--- src/rtl/ubg_pkg.sv ---
package ubg_pkg;
  typedef enum logic [1:0] {
    SEL_CTRL = 2'd0,
    SEL_INC  = 2'd1,
    SEL_MOD  = 2'd2,
    SEL_MS   = 2'd3
  } ubg_sel_e;

  localparam int CODE_LSB = 7;
  localparam logic [2:0] CODE_RESET = 3'd5;

  // divide value minus one for a divider code; codes 6 and 7 both give /7
  function automatic logic [2:0] div_m1_of(input logic [2:0] code);
    if (code >= 3'd6) return 3'd6;
    return 3'd5 - code;
  endfunction
endpackage

--- src/rtl/ubg_regs.sv ---
module ubg_regs import ubg_pkg::*; #(
  parameter int DATA_W = 24,
  parameter int RATE_W = 16,
  parameter int MS_W   = 20
) (
  input  logic              clk,
  input  logic              rst_n,
  input  logic              wr_en,
  input  logic [1:0]        wr_sel,
  input  logic [DATA_W-1:0] wr_data,
  output logic [2:0]        code_q,
  output logic [RATE_W-1:0] inc_q,
  output logic [RATE_W-1:0] mod_q,
  output logic [MS_W-1:0]   ms_q,
  output logic              clr_rate,
  output logic              clr_ms
);
  ubg_sel_e sel;
  assign sel      = ubg_sel_e'(wr_sel);
  assign clr_rate = wr_en && (sel != SEL_MS);
  assign clr_ms   = wr_en && (sel == SEL_MS);

  always_ff @(posedge clk or negedge rst_n) begin
    if (!rst_n) begin
      code_q <= CODE_RESET;
      inc_q  <= '0;
      mod_q  <= '0;
      ms_q   <= '0;
    end else if (wr_en) begin
      unique case (sel)
        SEL_CTRL: code_q <= wr_data[CODE_LSB +: 3];
        SEL_INC:  inc_q  <= wr_data[RATE_W-1:0];
        SEL_MOD:  mod_q  <= wr_data[RATE_W-1:0];
        SEL_MS:   ms_q   <= wr_data[MS_W-1:0];
      endcase
    end
  end
endmodule

--- src/rtl/ubg_prediv.sv ---
module ubg_prediv import ubg_pkg::*; (
  input  logic       clk,
  input  logic       rst_n,
  input  logic       clr,
  input  logic [2:0] code,
  output logic       ref_en,
  output logic [2:0] cnt_q
);
  logic [2:0] lim;
  assign lim    = div_m1_of(code);
  assign ref_en = (cnt_q == lim);

  always_ff @(posedge clk or negedge rst_n) begin
    if (!rst_n)      cnt_q <= '0;
    else if (clr)    cnt_q <= '0;
    else if (ref_en) cnt_q <= '0;
    else             cnt_q <= cnt_q + 3'd1;
  end
endmodule

--- src/rtl/ubg_frac.sv ---
module ubg_frac #(
  parameter int W = 16
) (
  input  logic         clk,
  input  logic         rst_n,
  input  logic         clr,
  input  logic         ref_en,
  input  logic [W-1:0] inc,
  input  logic [W-1:0] modv,
  output logic         tick,
  output logic [W:0]   acc_q
);
  localparam int SW = W + 2;
  logic [SW-1:0] sum, modp, diff;

  assign sum  = {1'b0, acc_q} + {2'b00, inc} + SW'(1);
  assign modp = {2'b00, modv} + SW'(1);
  assign diff = sum - modp;

  always_ff @(posedge clk or negedge rst_n) begin
    if (!rst_n) begin
      acc_q <= '0;
      tick  <= 1'b0;
    end else if (clr) begin
      acc_q <= '0;
      tick  <= 1'b0;
    end else if (ref_en) begin
      if (inc > modv) begin
        acc_q <= '0;
        tick  <= 1'b1;
      end else if (sum >= modp) begin
        acc_q <= diff[W:0];
        tick  <= 1'b1;
      end else begin
        acc_q <= sum[W:0];
        tick  <= 1'b0;
      end
    end else begin
      tick <= 1'b0;
    end
  end
endmodule

--- src/rtl/ubg_ms.sv ---
module ubg_ms #(
  parameter int MS_W = 20
) (
  input  logic            clk,
  input  logic            rst_n,
  input  logic            restart,
  input  logic            ref_en,
  input  logic [MS_W-1:0] ms_n,
  output logic            ms_tick
);
  logic [MS_W-1:0] cnt;

  always_ff @(posedge clk or negedge rst_n) begin
    if (!rst_n) begin
      cnt     <= '0;
      ms_tick <= 1'b0;
    end else if (restart) begin
      cnt     <= '0;
      ms_tick <= 1'b0;
    end else if (ref_en && (ms_n != '0)) begin
      if (cnt >= ms_n - 1'b1) begin
        cnt     <= '0;
        ms_tick <= 1'b1;
      end else begin
        cnt     <= cnt + 1'b1;
        ms_tick <= 1'b0;
      end
    end else begin
      ms_tick <= 1'b0;
    end
  end
endmodule

--- src/rtl/baud_tick_gen.sv ---
module baud_tick_gen #(
  parameter int DATA_W = 24,
  parameter int RATE_W = 16,
  parameter int MS_W   = 20
) (
  input  logic              clk,
  input  logic              rst_n,
  input  logic              wr_en,
  input  logic [1:0]        wr_sel,
  input  logic [DATA_W-1:0] wr_data,
  output logic              tick16,
  output logic              ms_tick
);
  logic [2:0]        code_q, div_cnt;
  logic [RATE_W-1:0] inc_q, mod_q;
  logic [MS_W-1:0]   ms_q;
  logic              clr_rate, clr_ms, ref_en;
  logic [RATE_W:0]   acc_q;

  ubg_regs #(.DATA_W(DATA_W), .RATE_W(RATE_W), .MS_W(MS_W)) u_regs (
    .clk(clk), .rst_n(rst_n), .wr_en(wr_en), .wr_sel(wr_sel), .wr_data(wr_data),
    .code_q(code_q), .inc_q(inc_q), .mod_q(mod_q), .ms_q(ms_q),
    .clr_rate(clr_rate), .clr_ms(clr_ms)
  );

  ubg_prediv u_div (
    .clk(clk), .rst_n(rst_n), .clr(clr_rate), .code(code_q),
    .ref_en(ref_en), .cnt_q(div_cnt)
  );

  ubg_frac #(.W(RATE_W)) u_frac (
    .clk(clk), .rst_n(rst_n), .clr(clr_rate), .ref_en(ref_en),
    .inc(inc_q), .modv(mod_q), .tick(tick16), .acc_q(acc_q)
  );

  ubg_ms #(.MS_W(MS_W)) u_ms (
    .clk(clk), .rst_n(rst_n), .restart(clr_ms), .ref_en(ref_en),
    .ms_n(ms_q), .ms_tick(ms_tick)
  );
endmodule

--- config.mk ---
export PLATFORM = sky130hd
export DESIGN_NAME = baud_tick_gen
export DESIGN_NICKNAME = d
export VERILOG_FILES = /design/src/rtl/ubg_pkg.sv /design/src/rtl/ubg_regs.sv /design/src/rtl/ubg_prediv.sv /design/src/rtl/ubg_frac.sv /design/src/rtl/ubg_ms.sv /design/src/rtl/baud_tick_gen.sv
export SDC_FILE = /design/constraint.sdc
export NUM_CORES = 1
export LEC_CHECK = 0
export BUFFER_PORTS_ARGS = -buffer_cell sky130_fd_sc_hd__clkbuf_2
export CORE_ASPECT_RATIO = 0.6
export CORE_MARGIN = 2
export CORE_UTILIZATION = 45
export CTS_CLUSTER_SIZE = 10
export DETAILED_ROUTE_END_ITERATION = 7
export HOLD_SLACK_MARGIN = 0.06
export PLACE_DENSITY = 0.65
export SYNTH_ARGS = -nofsm -noshare
export SYNTH_HDL_FRONTEND = slang
export SYNTH_HIERARCHICAL = 1
export SYNTH_SLANG_ARGS = --single-unit
--- constraint.sdc ---
create_clock -name clk -period 10.76 [get_ports clk]
set_clock_uncertainty 0.05 [all_clocks]
set_input_delay 0.538 -clock clk [delete_from_list [all_inputs] [get_ports clk]]
set_output_delay 0.538 -clock clk [all_outputs]
set_load 0.02 [all_outputs]
## Yosys cells after proc, flatten, opt, wreduce, memory -nomap -nowiden

Cells that the tools add are included.

| word-level totals | value |
|---|---|
| input bits | 29 |
| register bits | 97 |
| word-level logic and storage cells | 56 |
| memories kept | 0 |
| memory bits (writable) | 0 |
| output and inout port bits | 2 |
| latch bits | 0 |
| ROM bits | 0 |

| operators by class | value |
|---|---|
| mux-type cells | 19 |
| shift-type cells | 0 |
| order comparisons | 4 |
| reductions and logical operators | 11 |
| add/subtract/negate cells | 8 |
| bitwise gates (word level) | 0 |
| eq/ne operators | 5 |
| multiply operators | 0 |
| div/mod/pow operators | 0 |

Operator list:

| cell | count |
|---|---|
| 2-to-1 mux 17 bit | 4 |
| 2-to-1 mux 20 bit | 3 |
| adder 20 x 1 -> 20 bit, second input constant | 1 |
| greater-or-equal comparator 20 bit | 1 |
| nonzero test 20 bit | 1 |
| subtractor 20 x 1 -> 20 bit, second input constant | 1 |
| adder 17 x 16 -> 18 bit | 1 |
| adder 18 x 1 -> 18 bit, second input constant | 1 |
| greater-or-equal comparator 18 x 17 -> 1 bit | 1 |
| adder 16 x 1 -> 17 bit, second input constant | 1 |
| subtractor 17 bit | 1 |
| greater-than comparator 16 bit | 1 |
| 2-to-1 mux 3 bit | 4 |
| 2-to-1 mux 1 bit | 8 |
| AND reduction 2 bit | 4 |
| == test 2 bit, second input constant | 2 |
| nonzero test 2 bit | 2 |
| adder 3 x 1 -> 3 bit, second input constant | 1 |
| == test 3 bit | 1 |
| greater-or-equal comparator 3 bit, second input constant | 1 |
| logical AND 1 bit | 3 |
| subtractor 3 bit, first input constant | 1 |
| == test 2 x 1 -> 1 bit, second input constant | 1 |
| logical NOT 2 bit | 1 |
| inequality test 2 bit, second input constant | 1 |

## Longest topological paths before layout

Gate-level depths: netlist (run 1).

| depth | value |
|---|---|
| depth in word-level cells | 7 |
| depth in mapped cells | 21 |
| depth with buffers taken out | 19 |

## Modules after synthesis

The synthesis (run 1) kept the hierarchy.

By module, submodules not included:

| module | cells each | area each (sq um) | seq. area each (sq um) | instances |
|---|---|---|---|---|
| ubg_frac | 418 | 3,239.4 | 450.4 | 1 |
| ubg_regs | 120 | 2,263.4 | 1,378.8 | 1 |
| ubg_ms | 239 | 2,068.2 | 525.5 | 1 |
| ubg_prediv | 23 | 217.7 | 75.1 | 1 |

## Worst setup path after synthesis (run 1)

No wires, ideal clock.

| path | value |
|---|---|
| kind | flip-flop to flip-flop |
| from | reg u_frac.acc_q[1] |
| to | reg u_frac.acc_q[13] |
| arrival time | 3,928 ps |
| cell stages (with the launch flop) | 19 |
| path slack | 6,649 ps |
| period minus slack after synthesis | 4,111 ps |
| cells stage by stage | dfrtp_1 > ha_1 > nor2b_1 > o31a_1 > or4_1 > a21oi_1 > o21ai_0 > xor2_1 > ha_1 > a211o_1 > o211ai_1 > a21oi_1 > o21bai_2 > o2111a_1 > or2_1 > buf_6 > buf_6 > mux2i_1 > o21ai_1 |

| on the way | value |
|---|---|
| longest elaborated chain between the ends | 7 |
| elaborated cells on any way between the ends | 8 |
| those cells by class | add/sub (3); order compare (1); mux (4) |

RTL lines:

| element | RTL line | source |
|---|---|---|
| start, declared | ubg_frac.sv:11 | `output logic [W:0] acc_q` |
| start signal, assigned | ubg_frac.sv:32 | `acc_q <= diff[W:0];` |
| start signal, assigned | ubg_frac.sv:35 | `acc_q <= sum[W:0];` |
| adder 17 x 16 -> 18 bit (*) | ubg_frac.sv:16 | `assign sum = {1'b0, acc_q} + {2'b00, inc} + SW'(1);` |
| adder 18 x 1 -> 18 bit (*) | ubg_frac.sv:16 |  |
| subtractor 17 bit / greater-or-equal comparator 18 x 17 -> 1 bit (equally long branches) | ubg_frac.sv:18, ubg_frac.sv:31 |  |
| 2-to-1 mux 17 bit (*) | ubg_frac.sv:31 | `end else if (sum >= modp) begin` |
| 2-to-1 mux 17 bit (*) | ubg_frac.sv:28 | `if (inc > modv) begin` |
| 2-to-1 mux 17 bit (*) | ubg_frac.sv:27 | `end else if (ref_en) begin` |
| 2-to-1 mux 17 bit (*) | ubg_frac.sv:24 | `end else if (clr) begin` |

Every way passes the cells marked *; elsewhere a longest branch is shown, timed or not. The select of a mux whose other input is x is not followed.
A chain may end at the register's enable or synchronous reset.

## Worst setup path after layout (run 1)

| path | value |
|---|---|
| from | reg u_regs.inc_q[0] |
| to | reg u_frac.acc_q[10] |

| on the way | value |
|---|---|
| longest elaborated chain between the ends | 7 |
| elaborated cells on any way between the ends | 9 |
| those cells by class | add/sub (3); order compare (2); mux (4) |

RTL lines:

| element | RTL line | source |
|---|---|---|
| start, declared | ubg_regs.sv:12 | `output logic [RATE_W-1:0] inc_q,` |
| start signal, assigned | ubg_regs.sv:32 | `SEL_INC: inc_q <= wr_data[RATE_W-1:0];` |
| adder 17 x 16 -> 18 bit | ubg_frac.sv:16 |  |
| adder 18 x 1 -> 18 bit | ubg_frac.sv:16 |  |
| subtractor 17 bit / greater-or-equal comparator 18 x 17 -> 1 bit (equally long branches) | ubg_frac.sv:18, ubg_frac.sv:31 |  |
| 2-to-1 mux 17 bit | ubg_frac.sv:31 |  |
| 2-to-1 mux 17 bit (*) | ubg_frac.sv:28 |  |
| 2-to-1 mux 17 bit (*) | ubg_frac.sv:27 |  |
| 2-to-1 mux 17 bit (*) | ubg_frac.sv:24 |  |

Marked as above.

==> results of run 1 <==
## metrics by stage
| stage | cells | worst slack (ns) | hold WS, ns |
|---|---|---|---|
| 2_1_floorplan | 800 | 6.65 | 0.192 |
| 3_3_place_gp | 1046 | 5.40 | 0.424 |
| 3_5_place_dp | 1046 | 5.34 | 0.432 |
| 4_1_cts | 1062 | 5.30 | 0.0668 |
| 5_1_grt | 1062 | 4.83 | 0.0752 |
| 6_report | 1062 | 5.18 | 0.0587 |
## how the worst max path moves through the flow
stage / slack (ns) / from / to
finish: 5.18 / u_regs/inc_q[0] / u_frac/acc_q[10]
global placement: 5.40 / u_regs/inc_q[0] / u_frac/acc_q[3]
floorplan: 6.65 / u_frac/acc_q[1] / u_frac/acc_q[13]
detailed placement: 5.34 / u_regs/inc_q[0] / u_frac/acc_q[10]
CTS: 5.30 / u_regs/inc_q[0] / u_frac/acc_q[10]
global route: 4.83 / u_regs/inc_q[0] / u_frac/acc_q[10]
## power by group through the flow
stage | Sequential (µW) | Combinational [µW] | Clock (µW)
final | 504 | 1170 | 316
after floorplan | 490 | 909 | 0
after global routing | 515 | 1290 | 335
after global placement | 508 | 1140 | 0
after detailed placement | 510 | 1150 | 0
after CTS | 503 | 1160 | 323
## logic make-up (layout without fill, tap and decap cells)
family | after synthesis | count (layout)
xor+xnor | 56 | 56
simple gates | 268 | 268
mux | 71 | 71
fa+ha+maj | 77 | 77
compound gates | 178 | 178
flops | 97 | 97
buf+inv | 53 | 81
## cells in the final DEF (no fill, tap or decap), types with 7 or more instances in the layout
| master | synthesis | layout |
|---|---|---|
| a21o_1 | 7 | 7 |
| a21oi_1 | 36 | 36 |
| a22o_1 | 14 | 14 |
| and3_1 | 15 | 15 |
| buf_4 | 0 | 7 |
| clkbuf_16 | 0 | 9 |
| clkbuf_2 | 0 | 25 |
| dfrtp_1 | 95 | 95 |
| ha_1 | 75 | 75 |
| inv_1 | 31 | 31 |
| mux2_2 | 16 | 16 |
| mux2_4 | 39 | 39 |
| mux2i_1 | 15 | 15 |
| nand2_1 | 58 | 58 |
| nand3_1 | 27 | 27 |
| nand4_1 | 12 | 12 |
| nor2_1 | 52 | 52 |
| nor2b_1 | 17 | 17 |
| nor3_1 | 28 | 28 |
| o211ai_1 | 7 | 7 |
| o21ai_0 | 26 | 25 |
| o21ai_1 | 19 | 20 |
| o41ai_1 | 16 | 16 |
| or3_1 | 7 | 7 |
| xnor2_1 | 41 | 41 |
| xor2_1 | 15 | 15 |
## worst reg2reg max path, cell delays in order (launching register included)
cell and delay [ns]:
dfrtp_1 0.39, inv_1 0.11, ha_1 0.18, inv_1 0.05, fa_1 0.41, a21oi_1 0.25
o211ai_1 0.17, o21bai_1 0.43, o21bai_1 0.11, a21oi_1 0.20, xnor2_1 0.11, ha_1 0.37
nand3_1 0.18, or2_1 0.32, nor4_1 0.53, o2111a_1 0.34, or2_1 0.79, nor2_1 0.14
a221o_1 0.33
## metal layers
metal	routed length [µm]	part of all wire, %	track usage, %
met5	0	0	0
met4	146	0.77	3.36
met3	994	5.2	3.04
met2	6790	36	25.1
met1	11100	58	37.3
## registers in the layout, summed over array words and instances, names as in the netlist
name / flops
u_div/cnt_q: 3
u_regs/code_q: 3
u_ms/cnt: 20
u_frac/acc_q: 17
u_regs/ms_q: 20
u_frac/tick: 1
u_ms/ms_tick: 1
u_regs/inc_q: 16
u_regs/mod_q: 16
## layout make-up
cell class,instances,area [µm²]
Clock buffer,11,243
Clock inverter,5,38.8
Multi-Input combinational cell,650,5130
Inverter,33,124
Fill cell,1630,8600
Timing Repair Buffer,32,178
Sequential cell,97,2430
Tap cell,234,293
## synthesized netlist by cell type (17+ instances only)
| cell | instances | area share (%) |
|---|---|---|
| mux2_4 | 39 | 7.5 |
| inv_1 | 31 | 1.5 |
| o21ai_1 | 19 | 1.2 |
| dfrtp_1 | 95 | 31 |
| nand2_1 | 58 | 2.8 |
| nor2b_1 | 17 | 1.4 |
| nor3_1 | 28 | 1.8 |
| nand3_1 | 27 | 1.7 |
| ha_1 | 75 | 12 |
| nor2_1 | 52 | 2.5 |
| o21ai_0 | 26 | 1.7 |
| xnor2_1 | 41 | 4.6 |
| a21oi_1 | 36 | 2.3 |
==> flow_results.org, run 1 <==
** Run status
- Outcome :: finished clean

** Pwr
- P_sw :: 885 µW
- Power spread over the standard cell area amounts to 236 mW/mm².
- Internal power comes to 1110 µW.
- Leakage power summed over all cells :: 0.00382 µW
- Proportion of power drawn by the clock network :: 15.9%
- Power comes to 1990 µW.
- The share of total power dissipated in sequential elements is 25.3%.
- Combinational logic burns 58.8% of the power.
- The worst-case IR drop observed on VDD is 0.000129 V.
- In this run switching power makes up 44.5% of total power.

** Final layout
- Number of nets in the final layout :: 929
- Final core area utilization :: 49.5%
- The number of antenna diodes in the final layout is 0.
- Final std cell area, no fill :: 0.00844 mm²
- Fraction of layout instances using a drive strength above 1 :: 15.8%
- Layout-stage area growth over the synthesis result :: 8.35%

** STA
- Final setup fails :: 0
- Final max-slew violation count :: 0
- Of the available clock period, the critical path in the final layout requires 51.8%.
- After layout, the minimum clock period comes to 5.58 ns.
- The final number of hold-violating endpoints came to 0.
- Unrepaired setup endpoints after global routing :: false
- Transition time at the pin with the least slew margin :: 0.986 ns
- Highest achievable clock rate :: 0.179 GHz
- The worst pin sits at a relative slew slack of 34.3%.
- Setup total negative slack on the finished layout was measured at 0 ns.

** Worst setup path
- The critical path runs through a total of 18 cells.
- Measured in cells, the most critical reg-to-reg path has a length of 18.
- The critical path is of the reg2reg type.
- CP max stage delay :: 0.79 ns
- The worst setup path is captured at a register.
- Register-to-Register Setup Slack :: 5.18 ns
- Data on the critical path arrives at its endpoint at 5.75 ns.
- Crit-path max FO :: 18
- Critical Path, Cell by Cell :: inv_1, ha_1, inv_1, fa_1, a21oi_1, o211ai_1, o21bai_1, o21bai_1, a21oi_1, xnor2_1, ha_1, nand3_1, or2_1, nor4_1, o2111a_1, or2_1, nor2_1, a221o_1
- Required time of the worst setup path :: 10.93 ns
- STA classifies the critical path startpoint as a register.
- In this run the critical register-to-register path is captured at u_frac/acc_q[10].
- Max stage delay cell, worst path :: or2_1
- Number of buffers and inverters on the critical path :: 2
- Cell family with the largest share of critical-path delay :: simple AND/OR/NAND/NOR gates
- Worst reg2reg startpoint :: u_regs/inc_q[0]

** GRT
- The number of global-route vias before repair was 5480.
- Wire length of the first global-routing pass :: 30.5 mm
- Entering global routing, the biggest net connects 74 pins.
- Antenna violations before repair :: 0
- Total grt overflow :: 0
- In the global route stage, overall resource usage came out at 20.9%.

** Logic synthesis
- Of the synthesized area, sequential elements account for 31.2%.
- Among all flip-flop cells after synthesis, the most frequent one is dfrtp_1.
- Count of flip-flops with a built-in enable after synthesis :: 0
- Count of cell types in the netlist :: 79
- Flop and latch count out of synthesis :: 97
- Share of the synthesized netlist area taken by xor and xnor gates :: 6.30%
- In the synthesized netlist, mux cells make up 11.9% of the area.
- Compound-cell area share of the yosys netlist :: 16.0%
- Number of warnings printed during yosys synthesis :: 6
- Largest family of logic cells by synthesized area :: simple AND/OR/NAND/NOR gates
- Post-synthesis instance area :: 0.00779 mm²
- The number of nets handed over by synthesis was 906.
- Post-synthesis area per instance :: 9.74 µm²
- After synthesis, the share of flip-flops with an asynchronous set or reset is 100%.
- Simple-Gate Fraction of Synth Area :: 18.8%
- Post-synthesis cell count :: 800
- Adder-cell share of the synthesized area :: 12.6%

** Clock network
- For the worst-skew pair, the clock arrives at the later sink with an insertion delay of 0.34 ns.
- Count of instances resized after the clock tree is built :: 0
- The clock tree synthesis step divided the H-tree into 3 levels.
- TritonCTS built the clock tree.
- Counting along the longest clock path gives a buffer depth of 2.
- The cell sitting at the root of the clock tree is a clkbuf_16.
- The clock net in this run drives a total of 97 sinks.
- After clock tree synthesis, the flow added hold-fix buffers numbering 0.
- Post-CTS Setup Bufs :: 0
- Clock transition at path regs :: 0.07 ns
- In this run, CTS created clock tree buffers numbering 9.

** Floorplanning
- Chip Width :: 174 µm
- Core area :: 0.0170 mm²
- The die covers 0.0184 mm².
- In this run the count of I/O pins placed on the die edge is 31.
- Cell row count :: 37
- The die is 106 µm tall.
- Initial cell density of the core :: 45.7%

** Placement
- Port buffering added 26 buffers.
- The wire-length estimate of the detail-placed layout is 14.8 mm.
- Summing all placed instances gives a cell area of 0.00816 mm².
- The congestion estimate from routability-driven global placement came to 0.839.

** Drt
- Final WL :: 19.0 mm
- For this run, design rule violations remaining after detail routing come to 0.
- Dividing the detail-routed via count by the number of cells gives 5.82.
- After detailed routing, the average wire length per cell comes to 17.9 µm.
- Total number of vias :: 6179
- In this run, the number of DRC markers left after iteration 0 of detailed routing was 496.
- Number of search-and-repair iterations in the first detailed-routing pass :: 5
- Number of nets still failing antenna checks after routing :: 0

** Job
- Maximum Capacitance Violations :: 0

** Min path
- Worst hold path class :: in2async
(Power assumes the default switching activity.)
==> run 2, diff against run 1 <==
PLACE_DENSITY = 0.68   (was 0.65)
clock period = 4.81 ns   (was 10.76 ns; I/O delays follow)
==> flow_results.org, run 2 (synthesized netlist as in run 1, its figures left out) <==
** STA
- Setup total negative slack on the finished layout was measured at 0 ns.
- Final worst path period share :: 95.5%
- Final worst path period need :: 4.59 ns
- For the pin with the worst max-slew slack, the measured transition is 0.851 ns.
- Based on the critical path, the design can be clocked at up to 0.218 GHz.
- Setup repair after global routing left no endpoint under its margin.
- Final setup fails :: 0
- Final hold vios :: 0
- In this run the tightest slew margin relative to its limit is 43.0%.
- Final max-slew violation count :: 0

** Floorplanning
- Die Area :: 0.0184 mm²
- The die is 106 µm tall.
- Chip Width :: 174 µm
- The total area inside the core boundary comes to 0.0170 mm².
- Initial cell density of the core :: 45.7%
- Ports :: 31
- Cell row count :: 37

** Pwr
- Switching share of total power :: 43.1%
- Maximum ir drop on the vdd rail :: 0.000350 V
- Combinational share of power :: 59.0%
- Internal power comes to 2650 µW.
- Sequential share of power :: 24.2%
- Power spread over the standard cell area amounts to 543 mW/mm².
- In this run the static leakage power is 0.00391 µW.
- P_sw :: 2010 µW
- In this run, the clock network consumes 16.8% of the power.
- Power after layout :: 4660 µW

** Final layout
- Most common library cell in the layout ignoring fill and taps :: dfrtp_1
- Compared with the post-synthesis result, the final layout area differs by 10.2%.
- Cells fill 50.4% of the core in the end.
- The largest registers in the layout are u_ms/cnt: 20 flops, u_regs/ms_q: 20 flops, u_frac/acc_q: 17 flops.
- Number of antenna repair diodes :: 0
- Fraction of layout instances using a drive strength above 1 :: 16.9%
- After the flow finishes, the layout carries non-filler instances totaling 1074.
- Commonest non-fill, non-tap cells in the layout :: dfrtp_1, ha_1, nand2_1
- The net count of the finished layout is 941.

** Drt
- Avg Vias per Cell :: 5.84
- Final WL :: 19.5 mm
- First DRT Iteration DRCs :: 613
- Post-DR wirelength/cell :: 18.2 µm
- The detailed router placed 6267 vias in this run.
- DRC violation count after routing :: 0
- Number of nets still failing antenna checks after routing :: 0
- Number of search-and-repair iterations in the first detailed-routing pass :: 5

** Worst setup path
- In this run the critical register-to-register path is launched from u_regs/inc_q[1].
- Critical path origin :: u_regs/inc_q[1]
- For the worst setup path, the data arrival time is 4.83 ns.
- Setup slack on the worst reg-to-reg path comes out at 0.22 ns.
- STA classifies the critical path startpoint as a register.
- Crit-path max FO :: 18
- Worst Path Class, Setup :: reg2reg
- In this run the critical register-to-register path is captured at u_frac/acc_q[16].
- Kind of end point of the critical path :: register
- Data on the critical path is required at its endpoint by 5.05 ns.
- R2R depth :: 17

** Min path
- Along the worst hold path, the cell count comes to 2.
- The min-delay analysis places its worst path in the category in2reg.
- Endpoint with the worst hold slack :: u_regs/ms_q[18]
- In this run the most critical hold path is launched from wr_data[18].

** GRT
- The initial antenna violation count is 0.
- Overall track demand over capacity in global routing :: 22.2%
- Met3 layer usage reported by global route :: 5.90%
- met1 is the most crowded layer.
- Met2 layer usage reported by global route :: 28.0%
- Met1 global-route usage :: 36.6%
- Maximum number of pins on one net before global-route repair :: 56
- The first global-routing pass estimated 32.2 mm of wire.
- Total grt overflow :: 0
- Via count of the first global-routing pass :: 5923

** Placement
- In this run, placement finished with an instance count of 1057.
- Buffers placed on the I/O ports in this run total 26.
- Detailed placement finished with a half-perimeter wire length of 15.2 mm.
- Routability-driven placement finished with a final weighted congestion of 0.866.

** Run status
- The run finished with clean final reports.

** Clock network
- Clock transition at path regs :: 0.06 ns
- Clock tree from TritonCTS :: done
- Clock Path Buffers :: 2
- Total CTS buffers :: 9
- The clock reaches the later pin of the worst-skew pair after 0.35 ns.
- Root buf cell :: clkbuf_16
- Clock sink count :: 97
- Post-CTS Setup Bufs :: 0
- H-tree levels :: 3

** Job
- Maximum Capacitance Violations :: 0
[run 2: power groups by stage]
stage	Clock, µW	Sequential (µW)	Combinational, µW
after floorplan	0	1100	2030
after global placement	0	1140	2630
after detailed placement	0	1140	2670
after CTS	802	1130	2680
after global routing	839	1150	3040
final	782	1130	2750
[run 2: per-layer routing]
metal	part of all wire [%]	routed length (µm)	vias to the layer above
li1	-	-	3053
met1	55	10800	2996
met2	36	7030	204
met3	8.1	1590	14
met4	0.83	162	0
met5	0	0	-
[run 2: worst max-delay path by stage]
stage / end / slack (ns) / cells past startpoint
after detailed placement: u_frac/acc_q[16] / 0.17 / 20
after CTS: u_frac/acc_q[16] / 0.14 / 20
after global routing: u_frac/acc_q[14] / 0.005 / 20
final: u_frac/acc_q[16] / 0.22 / 17
after global placement: u_frac/acc_q[16] / 0.20 / 20
after floorplan: u_frac/acc_q[13] / 0.70 / 18
[run 2: final cells by class]
cell class | count | area, µm²
inverter | 33 | 124
sequential | 97 | 2430
clock buffer | 13 | 250
fill | 1581 | 8450
tap | 234 | 293
clock inverter | 3 | 65.1
multi-input combinational | 650 | 5140
timing repair buffer | 44 | 283
[run 2: what timing repair did]
item,CTS,global route
hold buffers,1,0
hold endpoints to repair,53,0
resized for setup,0,5
endpoints found under the setup margin,0,18
[run 2: worst max-delay path, stage by stage, from the launching register on]
cell and delay (ns):
dfrtp_1 0.44, ha_1 0.29, nor2b_1 0.16, o31a_1 0.27, or4_1 0.47, a21oi_1 0.25
o21ai_0 0.15, xor2_1 0.17, ha_1 0.39, a211o_1 0.29, o211ai_1 0.11, a21oi_1 0.09
o21bai_2 0.24, o2111a_1 0.31, or2_1 0.27, buf_12 0.17, o41ai_2 0.27, a211o_1 0.14
[run 2: through the flow]
| stage | setup WS (ns) | area, µm² | hold slack (ns) |
|---|---|---|---|
| 2_1_floorplan | 0.699 | 7790 | -0.105 |
| 5_1_grt | 0.00530 | 8590 | 0.0688 |
| 4_1_cts | 0.135 | 8560 | 0.0678 |
| 3_5_place_dp | 0.172 | 8240 | 0.302 |
| 6_report | 0.218 | 8590 | 0.0815 |
| 3_3_place_gp | 0.198 | 8240 | 0.308 |
==> run 3, diff against run 2 <==
PLACE_DENSITY = 0.65   (was 0.68)
clock period = 5.7 ns   (was 4.81 ns; I/O delays follow)
==> flow_results.org, run 3 (synthesized netlist as in run 1, its figures left out) <==
** STA
- Final setup fails :: 0
- Subtracting the final worst setup slack from the clock period gives 5.16 ns.
- For the pin with the worst max-slew slack, the measured transition is 1.21 ns.
- The final number of hold-violating endpoints came to 0.
- The number of pins exceeding their max-slew limit in the final report is 0.
- Setup total negative slack :: 0 ns
- The worst path uses 90.5% of the clock period.
- Setup repair after global routing left no endpoint under its margin.
- In this run the tightest slew margin relative to its limit is 19.0%.
- Derived from the worst setup path, the maximum achievable clock frequency is 0.194 GHz.

** Clock network
- H-tree levels :: 3
- TritonCTS built the clock tree.
- Clock sink count :: 97
- Clock transition at path regs :: 0.07 ns
- Root buf cell :: clkbuf_16
- In this run, CTS created clock tree buffers numbering 9.
- Clock Path Buffers :: 2
- Source-to-sink clock delay at the later pin of the worst-skew pair :: 0.35 ns

** Drt
- DRC violation count after routing :: 0
- Before antenna repair, the detailed router went through 5 iterations.
- For this block, the via count after detailed routing is 6211.
- Post-DR wirelength/cell :: 18.3 µm
- Final WL :: 19.4 mm
- For this block, the initial DRC count from the detailed router was 602.
- Number of nets still failing antenna checks after routing :: 0
- In the routed layout, each cell is associated on average with a via count of 5.84.

** Worst setup path
- Measured in cells, the most critical reg-to-reg path has a length of 19.
- Among cell families on the critical path, the largest total delay comes from compound AO/OA/AOI/OAI gates.
- Arrival time of data at the critical path endpoint :: 5.34 ns
- Along the worst path, the maximum fanout reaches 13.
- Number of buffers and inverters on the critical path :: 3
- The worst setup path is captured at a register.
- The setup check on the worst reg-to-reg path leaves a slack of 0.54 ns.
- Required time of the worst setup path :: 5.89 ns
- In this run the critical register-to-register path is captured at u_frac/acc_q[10].
- Max stage delay cell, worst path :: nor4_1
- Critical Path, Cell by Cell :: inv_1, ha_1, inv_1, fa_1, a21oi_1, o211ai_1, o21bai_1, o21bai_1, a21oi_1, xnor2_1, ha_1, nand3_1, or2_1, nor4_1, o2111a_1, or2_1, buf_4, nor2_1, a221o_1
- Worst Path Class, Setup :: reg2reg
- The worst setup path is launched from a register.
- CP max stage delay :: 0.49 ns
- Worst reg2reg startpoint :: u_regs/inc_q[0]

** Placement
- Post-detailed-placement half-perimeter wirelength :: 15.1 mm
- Cell area after placement :: 0.00816 mm²
- The congestion estimate from routability-driven global placement came to 0.819.
- Port Buffer Count :: 26

** Pwr
- For this design the static power due to leakage is 0.00383 µW.
- Across the VDD grid, the largest voltage drop is 0.000226 V.
- Cell area power density :: 445 mW/mm²

** Floorplanning
- Cell row count :: 37
- Ports :: 31
- Die Area :: 0.0184 mm²
- Height of the die :: 106 µm
- The die is 174 µm wide.
- The initial utilization of the core area, before any placement, comes to 45.7%.
- The core region is 0.0170 mm².

** Min path
- Worst hold path cell count :: 2
- The worst hold path begins at wr_data[19].
- Endpoint with the worst hold slack :: u_regs/ms_q[19]
- The path class of the tightest hold or removal check is in2reg.

** Final layout
- The net count of the finished layout is 931.
- The largest registers in the layout are u_ms/cnt: 20 flops, u_regs/ms_q: 20 flops, u_frac/acc_q: 17 flops.
- 0 antenna diodes ended up in the layout.
- In the layout the commonest cells are dfrtp_1, ha_1, nand2_1.
- Relative to the synthesized area, the layout overhead comes to 8.43%.
- Fraction of layout instances using a drive strength above 1 :: 16.0%
- Most common library cell in the layout ignoring fill and taps :: dfrtp_1
- Final std cell area, no fill :: 0.00845 mm²
- Fillers :: 1599

** GRT
- The initial antenna violation count came to 1.
- Global routing consumed, over all layers together, 21.8% of the routing resources.
- Entering global routing, the biggest net connects 73 pins.
- Total grt overflow :: 0
- Wire length of the first global-routing pass :: 31.7 mm
- Via count of the first global-routing pass :: 5784

** Job
- Maximum Capacitance Violations :: 0

** Run status
- The run finished with clean final reports.
==> run 3: area by class of cell <==
| cell class | count | area, µm² | area share [%] |
|---|---|---|---|
| multi-input combinational | 650 | 5120 | 60.7 |
| sequential | 97 | 2430 | 28.8 |
| tap | 234 | 293 | 3.47 |
| clock buffer | 10 | 239 | 2.83 |
| timing repair buffer | 34 | 195 | 2.31 |
| inverter | 33 | 124 | 1.47 |
| clock inverter | 6 | 40.0 | 0.474 |
==> run 3: per-stage QoR <==
stage / hold slack, ns / instances / setup slack, ns / util (%) / total power, µW
finish: 0.127 / 1064 / 0.544 / 49.6 / 3760
global route: 0.108 / 1064 / 0.169 / 49.6 / 4060
CTS: 0.109 / 1064 / 0.634 / 49.6 / 3740
detailed placement: 0.186 / 1047 / 0.672 / 47.9 / 3140
global placement: 0.184 / 1047 / 0.793 / 47.9 / 3110
floorplan: -0.0606 / 800 / 1.59 / - / 2640
==> run 3: routing by layer <==
metal,track usage (%),part of all wire (%)
met2,26.8,37
met5,0,0
met4,3.36,0.62
met1,38.2,57
met3,3.51,5.7
==> run 3: worst reg2reg max path: cells and delay by family (launching register included) <==
kind                     cells  cell delay (ns)
adder cells (fa/ha/maj)      3             0.94
XOR/XNOR                     1             0.11
AND/OR/NAND/NOR              5             1.35
AO/OA/AOI/OAI                7             1.75
flip-flops                   1             0.37
buffers and inverters        3             0.45
==> run 3: how the worst max path moves through the flow <==
| stage | from | to | slack [ns] | cells past startpoint |
|---|---|---|---|---|
| CTS | u_regs/inc_q[0] | u_frac/acc_q[10] | 0.63 | 19 |
| floorplan | u_frac/acc_q[1] | u_frac/acc_q[13] | 1.59 | 18 |
| detailed placement | u_regs/inc_q[0] | u_frac/acc_q[10] | 0.67 | 19 |
| global placement | u_regs/inc_q[0] | u_frac/acc_q[10] | 0.79 | 19 |
| global route | u_regs/inc_q[0] | u_frac/acc_q[7] | 0.17 | 19 |
| finish | u_regs/inc_q[0] | u_frac/acc_q[10] | 0.54 | 19 |
==> run 3: where the power goes <==
group / internal (µW) / switching (µW)
combinational: 959 / 1260
sequential: 813 / 137
clock: 309 / 280
==> run 3: repair_timing <==
item,4_1_cts,5_1_grt
hold buffers,1,0
hold endpoints to repair,25,0
gates resized for setup,0,0
buffers inserted,0,0
